File: src/rtl/hpf_pkg.sv
package hpf_pkg;

    // Where the halfword presented to decode comes from in a given cycle
    typedef enum logic [1:0] {
        SRC_IDLE  = 2'd0,
        SRC_FLASH = 2'd1,
        SRC_HOLD  = 2'd2
    } hpf_src_e;

endpackage

File: src/rtl/hpf_fetch_ctl.sv
module hpf_fetch_ctl #(
    parameter int LANES      = 2,
    parameter int WAW        = 15,
    parameter int RESET_WORD = 0,
    localparam int OFS_W     = $clog2(LANES)
) (
    input  logic               clk,
    input  logic               rst_n,
    input  logic               redir_valid,
    input  logic [WAW-1:0]     redir_word,
    input  logic [OFS_W-1:0]   redir_ofs,
    input  logic               buf_drained,
    output logic               rd_en,
    output logic [WAW-1:0]     rd_word,
    output logic [LANES-1:0]   lane_en,
    output logic               arr_valid,
    output logic [LANES-1:0]   arr_lanes,
    output logic [WAW-1:0]     arr_word
);

    typedef struct packed {
        logic [WAW-1:0]   fetch_word;
        logic             pend;
        logic [LANES-1:0] pend_lanes;
        logic [WAW-1:0]   pend_word;
    } fctl_t;

    fctl_t st_q, st_d;
    logic [LANES-1:0] mask;

    always_comb begin
        st_d = st_q;
        mask = '1;
        if (redir_valid) begin
            for (int i = 0; i < LANES; i++) begin
                mask[i] = (i >= int'(redir_ofs));
            end
        end
        rd_en   = rst_n && (redir_valid || buf_drained);
        rd_word = redir_valid ? redir_word : st_q.fetch_word;
        lane_en = rd_en ? mask : '0;

        st_d.pend       = rd_en;
        st_d.pend_lanes = lane_en;
        st_d.pend_word  = rd_word;
        if (rd_en) begin
            st_d.fetch_word = rd_word + WAW'(1);
        end
    end

    always_ff @(posedge clk or negedge rst_n) begin
        if (!rst_n) begin
            st_q.fetch_word <= WAW'(RESET_WORD);
            st_q.pend       <= 1'b0;
            st_q.pend_lanes <= '0;
            st_q.pend_word  <= '0;
        end else begin
            st_q <= st_d;
        end
    end

    assign arr_valid = st_q.pend;
    assign arr_lanes = st_q.pend_lanes;
    assign arr_word  = st_q.pend_word;

    // A full-word read leaves a halfword behind, so no read follows it
    assert_read_gap_R3: assert property (@(posedge clk) disable iff (!rst_n)
        ($past(rd_en && (lane_en == {LANES{1'b1}})) && !redir_valid) |-> !rd_en);

    // Data returning from flash always has at least one enabled lane
    assert_arrival_lanes_R4: assert property (@(posedge clk) disable iff (!rst_n)
        $past(rd_en) |-> (arr_valid && (arr_lanes != '0)));

endmodule

File: src/rtl/hpf_hold_buf.sv
module hpf_hold_buf
    import hpf_pkg::*;
#(
    parameter int LANES  = 2,
    parameter int IW     = 16,
    parameter int WAW    = 15,
    localparam int OFS_W = $clog2(LANES)
) (
    input  logic                clk,
    input  logic                rst_n,
    input  logic                flush,
    input  logic                arr_valid,
    input  logic [LANES-1:0]    arr_lanes,
    input  logic [LANES*IW-1:0] arr_data,
    input  logic [WAW-1:0]      arr_word,
    input  logic                dec_ready,
    output logic                out_valid,
    output logic [IW-1:0]       out_instr,
    output logic [OFS_W-1:0]    out_ofs,
    output logic [WAW-1:0]      out_word,
    output logic                drained
);

    typedef struct packed {
        logic [LANES-1:0]    valid;
        logic [LANES*IW-1:0] data;
        logic [WAW-1:0]      word;
    } hbuf_t;

    hbuf_t st_q, st_d;
    hpf_src_e src;
    logic [LANES-1:0]    eff_valid;
    logic [LANES*IW-1:0] eff_data;
    logic [WAW-1:0]      eff_word;
    logic [OFS_W-1:0]    sel;
    logic [LANES-1:0]    rem;

    always_comb begin
        st_d = st_q;
        if (arr_valid) begin
            src       = SRC_FLASH;
            eff_valid = arr_lanes;
            eff_data  = arr_data;
            eff_word  = arr_word;
        end else begin
            src       = (st_q.valid != '0) ? SRC_HOLD : SRC_IDLE;
            eff_valid = st_q.valid;
            eff_data  = st_q.data;
            eff_word  = st_q.word;
        end

        sel = '0;
        for (int i = LANES - 1; i >= 0; i--) begin
            if (eff_valid[i]) sel = OFS_W'(i);
        end

        out_valid = (src != SRC_IDLE) && !flush;
        out_instr = eff_data[sel*IW +: IW];
        out_ofs   = sel;
        out_word  = eff_word;

        rem = eff_valid;
        if (out_valid && dec_ready) rem[sel] = 1'b0;
        if (flush) rem = '0;
        drained = (rem == '0);

        st_d.valid = rem;
        st_d.data  = eff_data;
        st_d.word  = eff_word;
    end

    always_ff @(posedge clk or negedge rst_n) begin
        if (!rst_n) begin
            st_q.valid <= '0;
            st_q.data  <= '0;
            st_q.word  <= '0;
        end else begin
            st_q <= st_d;
        end
    end

    // A refused instruction is presented again unchanged
    assert_hold_stable_R6: assert property (@(posedge clk) disable iff (!rst_n)
        ($past(out_valid && !dec_ready) && !flush) |->
        (out_valid && $stable(out_instr) && $stable(out_ofs) && $stable(out_word)));

    // Returning flash data never coexists with held leftovers
    assert_single_source_R3: assert property (@(posedge clk) disable iff (!rst_n)
        arr_valid |-> ($past(drained) || $past(flush)));

endmodule

File: src/rtl/hpf_prefetch.sv
module hpf_prefetch #(
    parameter int IW         = 16,
    parameter int LANES      = 2,
    parameter int AW         = 16,
    parameter int RESET_ADDR = 0,
    localparam int OFS_W     = $clog2(LANES),
    localparam int WAW       = AW - OFS_W,
    localparam int FLASH_W   = IW * LANES
) (
    input  logic               clk,
    input  logic               rst_n,
    input  logic               redir_valid,
    input  logic [AW-1:0]      redir_addr,
    output logic               fl_rd_en,
    output logic [WAW-1:0]     fl_rd_addr,
    output logic [LANES-1:0]   fl_lane_en,
    input  logic [FLASH_W-1:0] fl_rdata,
    input  logic               dec_ready,
    output logic               dec_valid,
    output logic [IW-1:0]      dec_instr,
    output logic [AW-1:0]      dec_pc,
    output logic               stall
);

    logic               drained;
    logic               arr_valid;
    logic [LANES-1:0]   arr_lanes;
    logic [WAW-1:0]     arr_word;
    logic [OFS_W-1:0]   out_ofs;
    logic [WAW-1:0]     out_word;

    hpf_fetch_ctl #(
        .LANES     (LANES),
        .WAW       (WAW),
        .RESET_WORD(RESET_ADDR >> OFS_W)
    ) u_fetch (
        .clk        (clk),
        .rst_n      (rst_n),
        .redir_valid(redir_valid),
        .redir_word (redir_addr[AW-1:OFS_W]),
        .redir_ofs  (redir_addr[OFS_W-1:0]),
        .buf_drained(drained),
        .rd_en      (fl_rd_en),
        .rd_word    (fl_rd_addr),
        .lane_en    (fl_lane_en),
        .arr_valid  (arr_valid),
        .arr_lanes  (arr_lanes),
        .arr_word   (arr_word)
    );

    hpf_hold_buf #(
        .LANES(LANES),
        .IW   (IW),
        .WAW  (WAW)
    ) u_hold (
        .clk      (clk),
        .rst_n    (rst_n),
        .flush    (redir_valid),
        .arr_valid(arr_valid),
        .arr_lanes(arr_lanes),
        .arr_data (fl_rdata),
        .arr_word (arr_word),
        .dec_ready(dec_ready),
        .out_valid(dec_valid),
        .out_instr(dec_instr),
        .out_ofs  (out_ofs),
        .out_word (out_word),
        .drained  (drained)
    );

    assign dec_pc = {out_word, out_ofs};
    assign stall  = dec_valid && !dec_ready;

    // Refill completes one cycle after a redirect, at the target address
    assert_refill_R5: assert property (@(posedge clk) disable iff (!rst_n)
        ($past(redir_valid) && !redir_valid) |-> (dec_valid && (dec_pc == $past(redir_addr))));

    // Shadow instruction is never handed to decode on a redirect
    assert_shadow_drop_R5: assert property (@(posedge clk) disable iff (!rst_n)
        redir_valid |-> !dec_valid);

    // Flash stays quiet while decode holds back an instruction
    assert_stall_quiet_R6: assert property (@(posedge clk) disable iff (!rst_n)
        (stall && !redir_valid) |-> !fl_rd_en);

    // Unaligned target leaves the low lane disabled
    assert_low_lane_off_R4: assert property (@(posedge clk) disable iff (!rst_n)
        (redir_valid && (redir_addr[OFS_W-1:0] != '0)) |-> (fl_rd_en && !fl_lane_en[0]));

    // No lane toggles without a read strobe
    assert_lanes_idle_R7: assert property (@(posedge clk) disable iff (!rst_n)
        !fl_rd_en |-> (fl_lane_en == '0));

endmodule

File: config.mk
export PLATFORM = sky130hd
export DESIGN_NAME = hpf_prefetch
export DESIGN_NICKNAME = d
export VERILOG_FILES = /design/src/rtl/hpf_pkg.sv /design/src/rtl/hpf_fetch_ctl.sv /design/src/rtl/hpf_hold_buf.sv /design/src/rtl/hpf_prefetch.sv
export SDC_FILE = /design/constraint.sdc
export NUM_CORES = 1
export LEC_CHECK = 0
export BUFFER_PORTS_ARGS = -buffer_cell sky130_fd_sc_hd__buf_2
export CORE_MARGIN = 5
export CORE_UTILIZATION = 52
export CTS_CLUSTER_SIZE = 20
export DETAILED_ROUTE_END_ITERATION = 7
export PLACE_DENSITY = 0.84
export SYNTH_ARGS = -nofsm -noshare
export SYNTH_HDL_FRONTEND = slang
export SYNTH_SLANG_ARGS = --single-unit
File: constraint.sdc
create_clock -name clk -period 2.1 [get_ports clk]
set_clock_uncertainty 0.05 [all_clocks]
set_input_delay 0 -clock clk [delete_from_list [all_inputs] [get_ports clk]]
set_output_delay 0 -clock clk [all_outputs]
set_load 0.005 [all_outputs]
Word level (Yosys, flattened, before mapping)
Index checks and enable logic that the tools add are counted.
- register bits: 82
- latch bits: 0
- bits in writable memories: 0
- memory bits (read-only): 0
- output and inout bits: 52
- memories kept: 0
- $add $sub $neg: 1
- $mul: 0
- div/mod/pow operators: 0
- order comparisons: 3
- equality and inequality tests: 0
- shift-type cells: 1
- muxes and demuxes: 14
- bitwise operators: 2
- reductions and logical operators: 11
- operator list (kind ; count):
    $mux W32 ; 1
    $shiftx A32 B6 Y16 ; 1
    $mux W15 ; 2
    $add A15 B1 Y15 const B ; 1
    $mux W2 ; 6
    $logic_and A1 B1 Y1 ; 5
    $mux W1 ; 4
    $reduce_bool A2 Y1 ; 2
    $and A2 B2 Y2 ; 1
    $logic_not A1 Y1 ; 2
    $logic_not A2 Y1 ; 1
    $lt A1 B2 Y1 const B ; 1
    $not A2 Y2 ; 1
    $demux W1 S1 ; 1
    $ge A1 B1 Y1 const A ; 1
    $ge A1 B1 Y1 const B ; 1
    $logic_or A1 B1 Y1 ; 1

Depth between registers and ports, before layout
Gate-level depths: netlist of run 1.
- word-level depth: 15
- depth in mapped cells: 9
- depth with buffers taken out: 7

Cells and area by module
From an unflattened synthesis of run 1, not the netlist that was laid out.
- cell total of the unflattened synthesis: 291
- area total of the unflattened synthesis: 3888.7 um^2
- by module, submodules not included (module ; instances ; cells each ; area an instance (um^2) ; seq. area each (um^2)):
    hpf_hold_buf ; 1 ; 133 ; 2110.8 ; 1226.2
    hpf_fetch_ctl ; 1 ; 156 ; 1756.7 ; 800.8
    hpf_prefetch ; 1 ; 2 ; 21.3 ; 0.0

Worst setup path before layout of run 1
Ideal clock, no wire load.
- kind: reg-to-reg
- start: register u_fetch.st_q (netlist bit u_fetch.arr_valid)
- end: register u_fetch.st_q[29] in the netlist's numbering
- data arrival time: 1.437 ns
- setup slack: 0.492 ns
- cell stages (with the launch flop): 8
- period minus slack after synthesis: 1.608 ns
- cells stage by stage: dfrtp_1 > buf_4 > mux2i_1 > or3_1 > o311ai_2 > buf_6 > a31oi_1 > a22o_1
- cells in the longest elaborated chain, start to end: 14
- ends and longest elaborated chain (what ; RTL line ; RTL):
    from (decl) ; hpf_fetch_ctl.sv:28 ; fctl_t st_q, st_d;
    from (signal assigned) ; hpf_fetch_ctl.sv:58 ; st_q <= st_d;
    $mux W2 ; hpf_hold_buf.sv:40 ; if (arr_valid) begin
    $mux W1 (2 in a row) ; hpf_hold_buf.sv:54 ; if (eff_valid[i]) sel = OFS_W'(i);
    $lt A1 B2 Y1 (implied by the code) or $ge A1 B1 Y1 (tied branches) ; hpf_hold_buf.sv:63 ; if (out_valid && dec_ready) rem[sel] = 1'b0;
    $logic_and A1 B1 Y1 (implied by the code) ; hpf_hold_buf.sv:63 ;
    $mux W1 (implied by the code) ; hpf_hold_buf.sv:63 ;
    $demux W1 S1 ; n/a ;
    $not A2 Y2 (no source line) ; n/a ;
    $and A2 B2 Y2 (no source line) ; n/a ;
    $mux W2 * ; hpf_hold_buf.sv:63 ;
    $mux W2 * ; hpf_hold_buf.sv:64 ; if (flush) rem = '0;
    $logic_not A2 Y1 * ; hpf_hold_buf.sv:65 ; drained = (rem == '0);
    $logic_or A1 B1 Y1 * ; hpf_fetch_ctl.sv:39 ; rd_en = rst_n && (redir_valid || buf_drained);
    $logic_and A1 B1 Y1 * ; hpf_fetch_ctl.sv:39 ;
Every way passes the cells marked *; elsewhere a longest branch is shown, timed or not.
A chain may end at the register's enable or synchronous reset.

Worst setup path in the final report of run 1
- start: input redir_valid
- end: output fl_rd_addr[9]
- cells in the longest elaborated chain, start to end: 1
- ends and longest elaborated chain (what ; RTL line ; RTL):
    from (decl) ; hpf_prefetch.sv:12 ; input logic redir_valid,
    $mux W15 ; hpf_fetch_ctl.sv:40 ; rd_word = redir_valid ? redir_word : st_q.fetch_word;
    to (decl) ; hpf_prefetch.sv:15 ; output logic [WAW-1:0] fl_rd_addr,
Every way passes these cells.

==> results of run 1 <==
==> area by class of cell <==
cell class	instances	area, µm²	area share (%)
multi-input cells	163	1460	29.9
clock inverters	5	57.6	1.18
inverters	10	37.5	0.767
flip-flops and latches	81	2030	41.5
clock buffers	11	131	2.69
well taps	80	100	2.05
repair buffers	160	1070	22.0
==> final timing paths <==
path,endpoint,slack [ns],depth (start not counted)
worst max-delay path,fl_rd_addr[9],0.12,7
worst min-delay path,u_fetch.arr_word[2]$_DFF_PN0_,0.08,3
worst max register to register,u_fetch.st_q[28]$_DFFE_PN0P_,0.27,7
worst min register to register,u_fetch.st_q[25]$_DFFE_PN0P_,0.44,2
max in group asynchronous,u_fetch.arr_valid$_DFF_PN0_,0.78,3
min in group asynchronous,u_fetch.arr_word[1]$_DFF_PN0_,0.52,3
==> cells in the mapped netlist, types with 2 or more instances <==
cell type	n
o21ai_1	4
nor3_1	3
buf_6	3
o31ai_1	2
mux2i_1	6
xor2_1	3
buf_4	4
a21oi_1	4
mux2_2	73
nand2_1	17
nand3b_1	2
xnor2_1	7
nand3_1	6
nand4_1	3
o21ai_0	8
nand4b_1	2
and3_1	2
inv_1	10
nor2_1	2
buf_2	8
a22oi_2	2
dfrtp_1	81
==> worst max-delay path: cells and delay by family <==
kind	cells	cell delay, ns
buffers and inverters	6	1.54
muxes	1	0.37
==> state kept, by name (all words and copies together), names as in the netlist <==
name / flops
u_hold.st_q: 49
u_fetch.arr_word: 15
u_fetch.st_q: 15
u_fetch.arr_lanes: 1
u_fetch.arr_valid: 1
==> power breakdown <==
group	switching, W	leakage, nW	total, W	internal [W]
registers	0.000130	0.973	0.00200	0.00187
clock network	0.000546	0.0856	0.00109	0.000548
logic	0.000520	1.23	0.00112	0.000600
==> placed cells by master, fill, tap and decap left out, types with 4 or more instances in the layout <==
cell type and count:
dlygate4sd3_1 50, o21ai_0 8, clkbuf_8 9, buf_2 102, a21oi_1 4, nand2_1 17, nand3_1 6, mux2i_1 6
inv_1 10, xnor2_1 7, buf_4 7, o21ai_1 4, mux2_2 73, dfrtp_1 80
==> cells by family after synthesis <==
logic type      synth area share [%]
flops                           56.2
simple gates                    6.60
buf+inv                         3.92
mux                             24.5
xor+xnor                        2.43
compound gates                  6.01
fa+ha+maj                      0.347
==> per-layer routing <==
layer  vias to the layer above  global-route usage [%]  share of wire (%)
li1                       1266                       -                  -
met1                      1304                    26.3                 43
met2                        99                    35.6                 51
met3                         8                    5.07                5.5
met4                         0                    5.74               0.85
met5                         -                       0                  0
==> through the flow <==
stage	instances	instance area (µm²)	power (W)	util, %	setup slack (ns)
floorplan	268	3600	0.00262	-	0.492
global route	510	4890	0.00446	72.4	0.0189
finish	510	4890	0.00421	72.4	0.120
detailed placement	443	4180	0.00306	61.9	0.190
CTS	509	4870	0.00423	72.1	0.00685
global placement	443	4180	0.00301	61.9	0.278
==> repair_timing <==
item,CTS,global route
setup endpoints to repair,0,16
hold endpoints to repair,130,0
hold buffers,50,0
gates resized for setup,0,1
==> impl_metrics.xml, run 1 <==
<?xml version="1.0" encoding="UTF-8"?>
<metrics>
  <group name="status">
    <metric name="run_status" unit="">finished, final reports clean</metric>
  </group>
  <group name="worst_setup_path">
    <metric name="worst-endpoint-arrival" unit="ns">1.93</metric>
    <metric name="critical_path.max_stage_delay" unit="ns">0.53</metric>
    <metric name="worstPathCellList" unit="">dlygate4sd3_1 &gt; buf_2 &gt; buf_4 &gt; buf_4 &gt; mux2i_1 &gt; inv_1 &gt; buf_2</metric>
    <metric name="startpoint_of_the_worst_register_to_register_path" unit="">u_fetch.st_q[18]$_DFFE_PN0P_</metric>
    <metric name="worstSetupStartpointType" unit="">input port</metric>
    <metric name="crit_path_max_fanout" unit="">13</metric>
    <metric name="slowest_stage" unit="">dlygate4sd3_1</metric>
    <metric name="crit_path_end_kind" unit="">primary output</metric>
    <metric name="setup_cp_type" unit="">input port to primary output</metric>
    <metric name="critical_path.startpoint" unit="">redir_valid</metric>
    <metric name="wp_data_required" unit="ns">2.05</metric>
  </group>
  <group name="global_route">
    <metric name="grt_start_max_net_pins" unit="">82</metric>
    <metric name="overflow" unit="">0</metric>
    <metric name="initial_antenna_violation_count" unit="">0</metric>
    <metric name="grt_usage" unit="%">20.8</metric>
    <metric name="grt_pass1_vias" unit="">2917</metric>
    <metric name="grt_pass1_wl" unit="µm">14300</metric>
  </group>
  <group name="yosys">
    <metric name="netlist-cell-type-count" unit="">38</metric>
    <metric name="syn-cell-area" unit="mm²">0.00360</metric>
    <metric name="synth_warnings" unit="">0</metric>
    <metric name="synth_nets" unit="">321</metric>
    <metric name="ys_top_cells_by_area" unit="">dfrtp_1 (56%), mux2_2 (23%), nand2_1 (1.8%)</metric>
    <metric name="synth_async_sr_flop_share" unit="%">100</metric>
    <metric name="synth-seq-cells" unit="">81</metric>
    <metric name="synth_top_cell_area_share" unit="%">56.2</metric>
    <metric name="seq_area_frac_synth" unit="%">56.2</metric>
    <metric name="postSynthCellCount" unit="">268</metric>
    <metric name="syn-mean-instance-area" unit="µm²">13.5</metric>
    <metric name="synth_area_leader_cell" unit="">dfrtp_1</metric>
    <metric name="synth_edf_count" unit="">0</metric>
    <metric name="top_ff_cell_synth" unit="">dfrtp_1</metric>
  </group>
  <group name="floorplan">
    <metric name="die_w" unit="µm">93.3</metric>
    <metric name="core" unit="mm²">0.00676</metric>
    <metric name="start_util" unit="%">53.4</metric>
    <metric name="die_h" unit="µm">93.3</metric>
    <metric name="die-area" unit="mm²">0.00870</metric>
    <metric name="boundaryPins" unit="">104</metric>
    <metric name="num_rows" unit="">30</metric>
  </group>
  <group name="power_and_ir_drop">
    <metric name="p_leak" unit="nW">2.29</metric>
    <metric name="vdd_drop_max" unit="mV">0.466</metric>
    <metric name="p_per_area" unit="mW/mm²">861</metric>
  </group>
  <group name="routing">
    <metric name="drt_pass1_iterations" unit="">4</metric>
    <metric name="drt-wirelength-per-cell" unit="µm">17.1</metric>
    <metric name="postRouteWirelength" unit="µm">8720</metric>
    <metric name="drt_first_iter_violations" unit="">49</metric>
    <metric name="via_count" unit="">2677</metric>
    <metric name="detail_route.drc_violations" unit="">0</metric>
    <metric name="antenna_violating_nets_post_route" unit="">0</metric>
    <metric name="drt-vias-per-instance" unit="">5.25</metric>
  </group>
  <group name="place">
    <metric name="dpl.hpwl" unit="µm">5360</metric>
    <metric name="gp_routability_congestion" unit="">0.882</metric>
    <metric name="buffer_ports.inserted" unit="">103</metric>
  </group>
  <group name="finish">
    <metric name="final_nets" unit="">478</metric>
    <metric name="num-fill-cells" unit="">434</metric>
    <metric name="layout-area-overhead-vs-synth" unit="%">35.7</metric>
    <metric name="antenna_cells" unit="">0</metric>
    <metric name="drive_gt1_share" unit="%">48.1</metric>
  </group>
  <group name="clock_network">
    <metric name="clkTransAtPathRegs" unit="ns">0.08</metric>
    <metric name="cts_htree_levels" unit="">3</metric>
    <metric name="clockBufferDepth" unit="">2</metric>
    <metric name="cts_buf_count" unit="">9</metric>
    <metric name="cts_tree" unit="">done</metric>
    <metric name="cts.repair_timing.setup_buffer_count" unit="">0</metric>
    <metric name="cts_root_buffer" unit="">clkbuf_8</metric>
    <metric name="tritoncts_num_sinks" unit="">81</metric>
    <metric name="clkLatencyLatePin" unit="ns">0.34</metric>
  </group>
  <group name="sta">
    <metric name="timing.final.crit_share" unit="%">94.3</metric>
    <metric name="final_hold_viol_count" unit="">0</metric>
    <metric name="timing.hold.ws" unit="ns">0.0756</metric>
    <metric name="tightestPinTransition" unit="ns">1.00</metric>
    <metric name="setup_total_negative_slack" unit="ns">0</metric>
    <metric name="max_clk_rate" unit="GHz">0.505</metric>
    <metric name="rsz_0062_raised_after_global_routing" unit="">no</metric>
    <metric name="setup_viol_count_final" unit="">0</metric>
    <metric name="slew-limit-headroom" unit="%">33.2</metric>
    <metric name="final_max_slew_viol_count" unit="">0</metric>
    <metric name="post-route-min-period" unit="ns">1.98</metric>
  </group>
  <group name="hold_path">
    <metric name="worst_hold_startpoint" unit="">redir_addr[3]</metric>
    <metric name="type_of_the_most_critical_hold_path" unit="">input port to flip-flop</metric>
  </group>
  <group name="run">
    <metric name="maxCapViolations" unit="">0</metric>
  </group>
</metrics>
No activity file was read; power rests on OpenSTA's default activity.
==> run 2, diff against run 1 <==
Settings changed: CELL_PAD_IN_SITES_DETAIL_PLACEMENT set to 1, CELL_PAD_IN_SITES_GLOBAL_PLACEMENT set to 2, CORE_UTILIZATION 52 to 34, PLACE_DENSITY 0.84 to 0.83.
==> impl_metrics.xml, run 2 (synthesis gave the netlist of run 1 again) <==
<?xml version="1.0" encoding="UTF-8"?>
<metrics>
  <group name="power_and_ir_drop">
    <metric name="vdd_drop_max" unit="mV">0.343</metric>
    <metric name="p_leak" unit="nW">2.32</metric>
    <metric name="p_per_area" unit="mW/mm²">848</metric>
  </group>
  <group name="worst_setup_path">
    <metric name="setup_cp_type" unit="">flip-flop to primary output</metric>
    <metric name="crit_path_end_kind" unit="">primary output</metric>
    <metric name="crit_path_max_fanout" unit="">19</metric>
    <metric name="wp_data_required" unit="ns">2.05</metric>
    <metric name="worst-endpoint-arrival" unit="ns">1.94</metric>
    <metric name="worstSetupStartpointType" unit="">flip-flop</metric>
  </group>
  <group name="clock_network">
    <metric name="clkTransAtPathRegs" unit="ns">0.08</metric>
    <metric name="cts_root_buffer" unit="">clkbuf_8</metric>
    <metric name="clkLatencyLatePin" unit="ns">0.35</metric>
    <metric name="tritoncts_num_sinks" unit="">81</metric>
    <metric name="cts_tree" unit="">done</metric>
    <metric name="cts_htree_levels" unit="">3</metric>
    <metric name="cts_buf_count" unit="">9</metric>
    <metric name="clockBufferDepth" unit="">2</metric>
  </group>
  <group name="global_route">
    <metric name="gr-usage-met2" unit="%">25.7</metric>
    <metric name="grt_pass1_wl" unit="µm">15200</metric>
    <metric name="grt_util_met1" unit="%">18.3</metric>
    <metric name="initial_antenna_violation_count" unit="">0</metric>
    <metric name="grt_pass1_vias" unit="">3035</metric>
    <metric name="overflow" unit="">0</metric>
    <metric name="grt_usage" unit="%">14.9</metric>
    <metric name="globalRoute.busiestLayer" unit="">met2</metric>
    <metric name="grt_start_max_net_pins" unit="">53</metric>
    <metric name="gr-usage-met3" unit="%">4.01</metric>
  </group>
  <group name="floorplan">
    <metric name="core" unit="mm²">0.0103</metric>
    <metric name="die-area" unit="mm²">0.0128</metric>
    <metric name="num_rows" unit="">37</metric>
    <metric name="die_w" unit="µm">113</metric>
    <metric name="die_h" unit="µm">113</metric>
    <metric name="start_util" unit="%">34.9</metric>
    <metric name="boundaryPins" unit="">104</metric>
  </group>
  <group name="finish">
    <metric name="layout_commonest_cell" unit="">buf_2</metric>
    <metric name="layout-area-overhead-vs-synth" unit="%">39.0</metric>
    <metric name="num-fill-cells" unit="">1084</metric>
    <metric name="finalCoreUtilization" unit="%">48.6</metric>
    <metric name="final_cell_mix" unit="">buf_2 (102), dfrtp_1 (80), mux2_2 (73)</metric>
    <metric name="antenna_cells" unit="">0</metric>
    <metric name="final_nets" unit="">481</metric>
    <metric name="number_of_flip_flops_under_the_largest_register_name" unit="">49</metric>
    <metric name="drive_gt1_share" unit="%">49.0</metric>
    <metric name="regMostFlops" unit="">u_hold.st_q</metric>
  </group>
  <group name="run">
    <metric name="maxCapViolations" unit="">0</metric>
  </group>
  <group name="routing">
    <metric name="detail_route.drc_violations" unit="">0</metric>
    <metric name="via_count" unit="">2691</metric>
    <metric name="drt_pass1_iterations" unit="">4</metric>
    <metric name="postRouteWirelength" unit="µm">9390</metric>
    <metric name="drt-wirelength-per-cell" unit="µm">16.5</metric>
    <metric name="antenna_violating_nets_post_route" unit="">0</metric>
    <metric name="drt_first_iter_violations" unit="">96</metric>
    <metric name="drt-vias-per-instance" unit="">4.73</metric>
  </group>
  <group name="sta">
    <metric name="max_clk_rate" unit="GHz">0.504</metric>
    <metric name="setup_viol_count_final" unit="">0</metric>
    <metric name="post-route-min-period" unit="ns">1.99</metric>
    <metric name="tightestPinTransition" unit="ns">0.648</metric>
    <metric name="final_max_slew_viol_count" unit="">0</metric>
    <metric name="final_hold_viol_count" unit="">0</metric>
    <metric name="timing.final.crit_share" unit="%">94.5</metric>
    <metric name="slew-limit-headroom" unit="%">56.8</metric>
    <metric name="rsz_0062_raised_after_global_routing" unit="">no</metric>
    <metric name="setup_total_negative_slack" unit="ns">0</metric>
  </group>
  <group name="hold_path">
    <metric name="type_of_the_most_critical_hold_path" unit="">input port to flip-flop</metric>
  </group>
  <group name="place">
    <metric name="buffer_ports.inserted" unit="">103</metric>
    <metric name="dpl.hpwl" unit="µm">6080</metric>
    <metric name="gp_routability_congestion" unit="">0.773</metric>
  </group>
  <group name="status">
    <metric name="run_status" unit="">finished, final reports clean</metric>
  </group>
</metrics>
-- run 2: changes by cell type in the layout (fill, tap and decap cells not counted), sizes merged --
| cell | delta |
|---|---|
| buf | +3 |
| clkinv | +2 |
| clkinvlp | -2 |
| clkbuf | +1 |
| o311ai | -1 |
-- run 2: layer usage --
layer | wire, µm | share of wire (%)
met1 | 4030 | 43
met5 | 0 | 0
met3 | 578 | 6.2
met4 | 105 | 1.1
met2 | 4670 | 50
-- run 2: timing repair --
action / 4_1_cts / 5_1_grt
gates resized for setup: 1 / 2
buffers inserted: 0 / 2
hold endpoints to repair: 78 / 0
pin swaps: 0 / 1
cloned: 0 / 1
setup endpoints to repair: 8 / 20
hold buffers: 50 / 0
-- run 2: layout make-up --
| class | instances | area [µm²] | share of cell area [%] |
|---|---|---|---|
| Sequential cell | 81 | 2030 | 40.5 |
| Inverter | 10 | 37.5 | 0.749 |
| Clock inverter | 5 | 56.3 | 1.12 |
| Multi-Input combinational cell | 162 | 1450 | 29.0 |
| Timing Repair Buffer | 164 | 1130 | 22.6 |
| Clock buffer | 11 | 131 | 2.62 |
| Tap cell | 136 | 170 | 3.39 |
-- run 2: critical path: stages (launching register included) --
cell and delay, ns:
dfrtp_2 0.48, buf_12 0.19, nor3b_1 0.26, a21oi_2 0.06
buf_6 0.18, mux2_2 0.29, buf_2 0.13
-- run 2: worst paths after layout --
check	from	endpoint	slack [ns]	cells past startpoint
setup / recovery	u_fetch.arr_valid$_DFF_PN0_	dec_instr[4]	0.11	6
hold / removal	redir_addr[3]	u_fetch.arr_word[2]$_DFF_PN0_	0.04	3
setup reg to reg	u_fetch.arr_valid$_DFF_PN0_	u_fetch.st_q[19]$_DFFE_PN0P_	0.28	5
hold reg to reg	u_fetch.st_q[25]$_DFFE_PN0P_	u_fetch.st_q[25]$_DFFE_PN0P_	0.43	2
max in group asynchronous	rst_n	u_fetch.arr_valid$_DFF_PN0_	0.89	3
min in group asynchronous	rst_n	u_hold.st_q[38]$_DFF_PN0_	0.08	2
-- run 2: per-stage QoR --
step	setup WS [ns]	hold WS (ns)	cell area [µm²]	cells	total power (W)
after floorplan	0.492	-0.346	3600	268	0.00262
after global placement	0.350	-0.0894	4270	500	0.00304
after detailed placement	0.311	-0.0874	4270	500	0.00308
after CTS	0.0362	0.0266	4960	566	0.00430
after global routing	0.00645	0.0326	5010	569	0.00455
final	0.115	0.0417	5010	569	0.00425
-- run 2: power by group --
| group | switching, W | internal, W | leakage, nW |
|---|---|---|---|
| combinational | 0.000531 | 0.000621 | 1.25 |
| sequential | 0.000126 | 0.00187 | 0.973 |
| clock | 0.000560 | 0.000549 | 0.0933 |
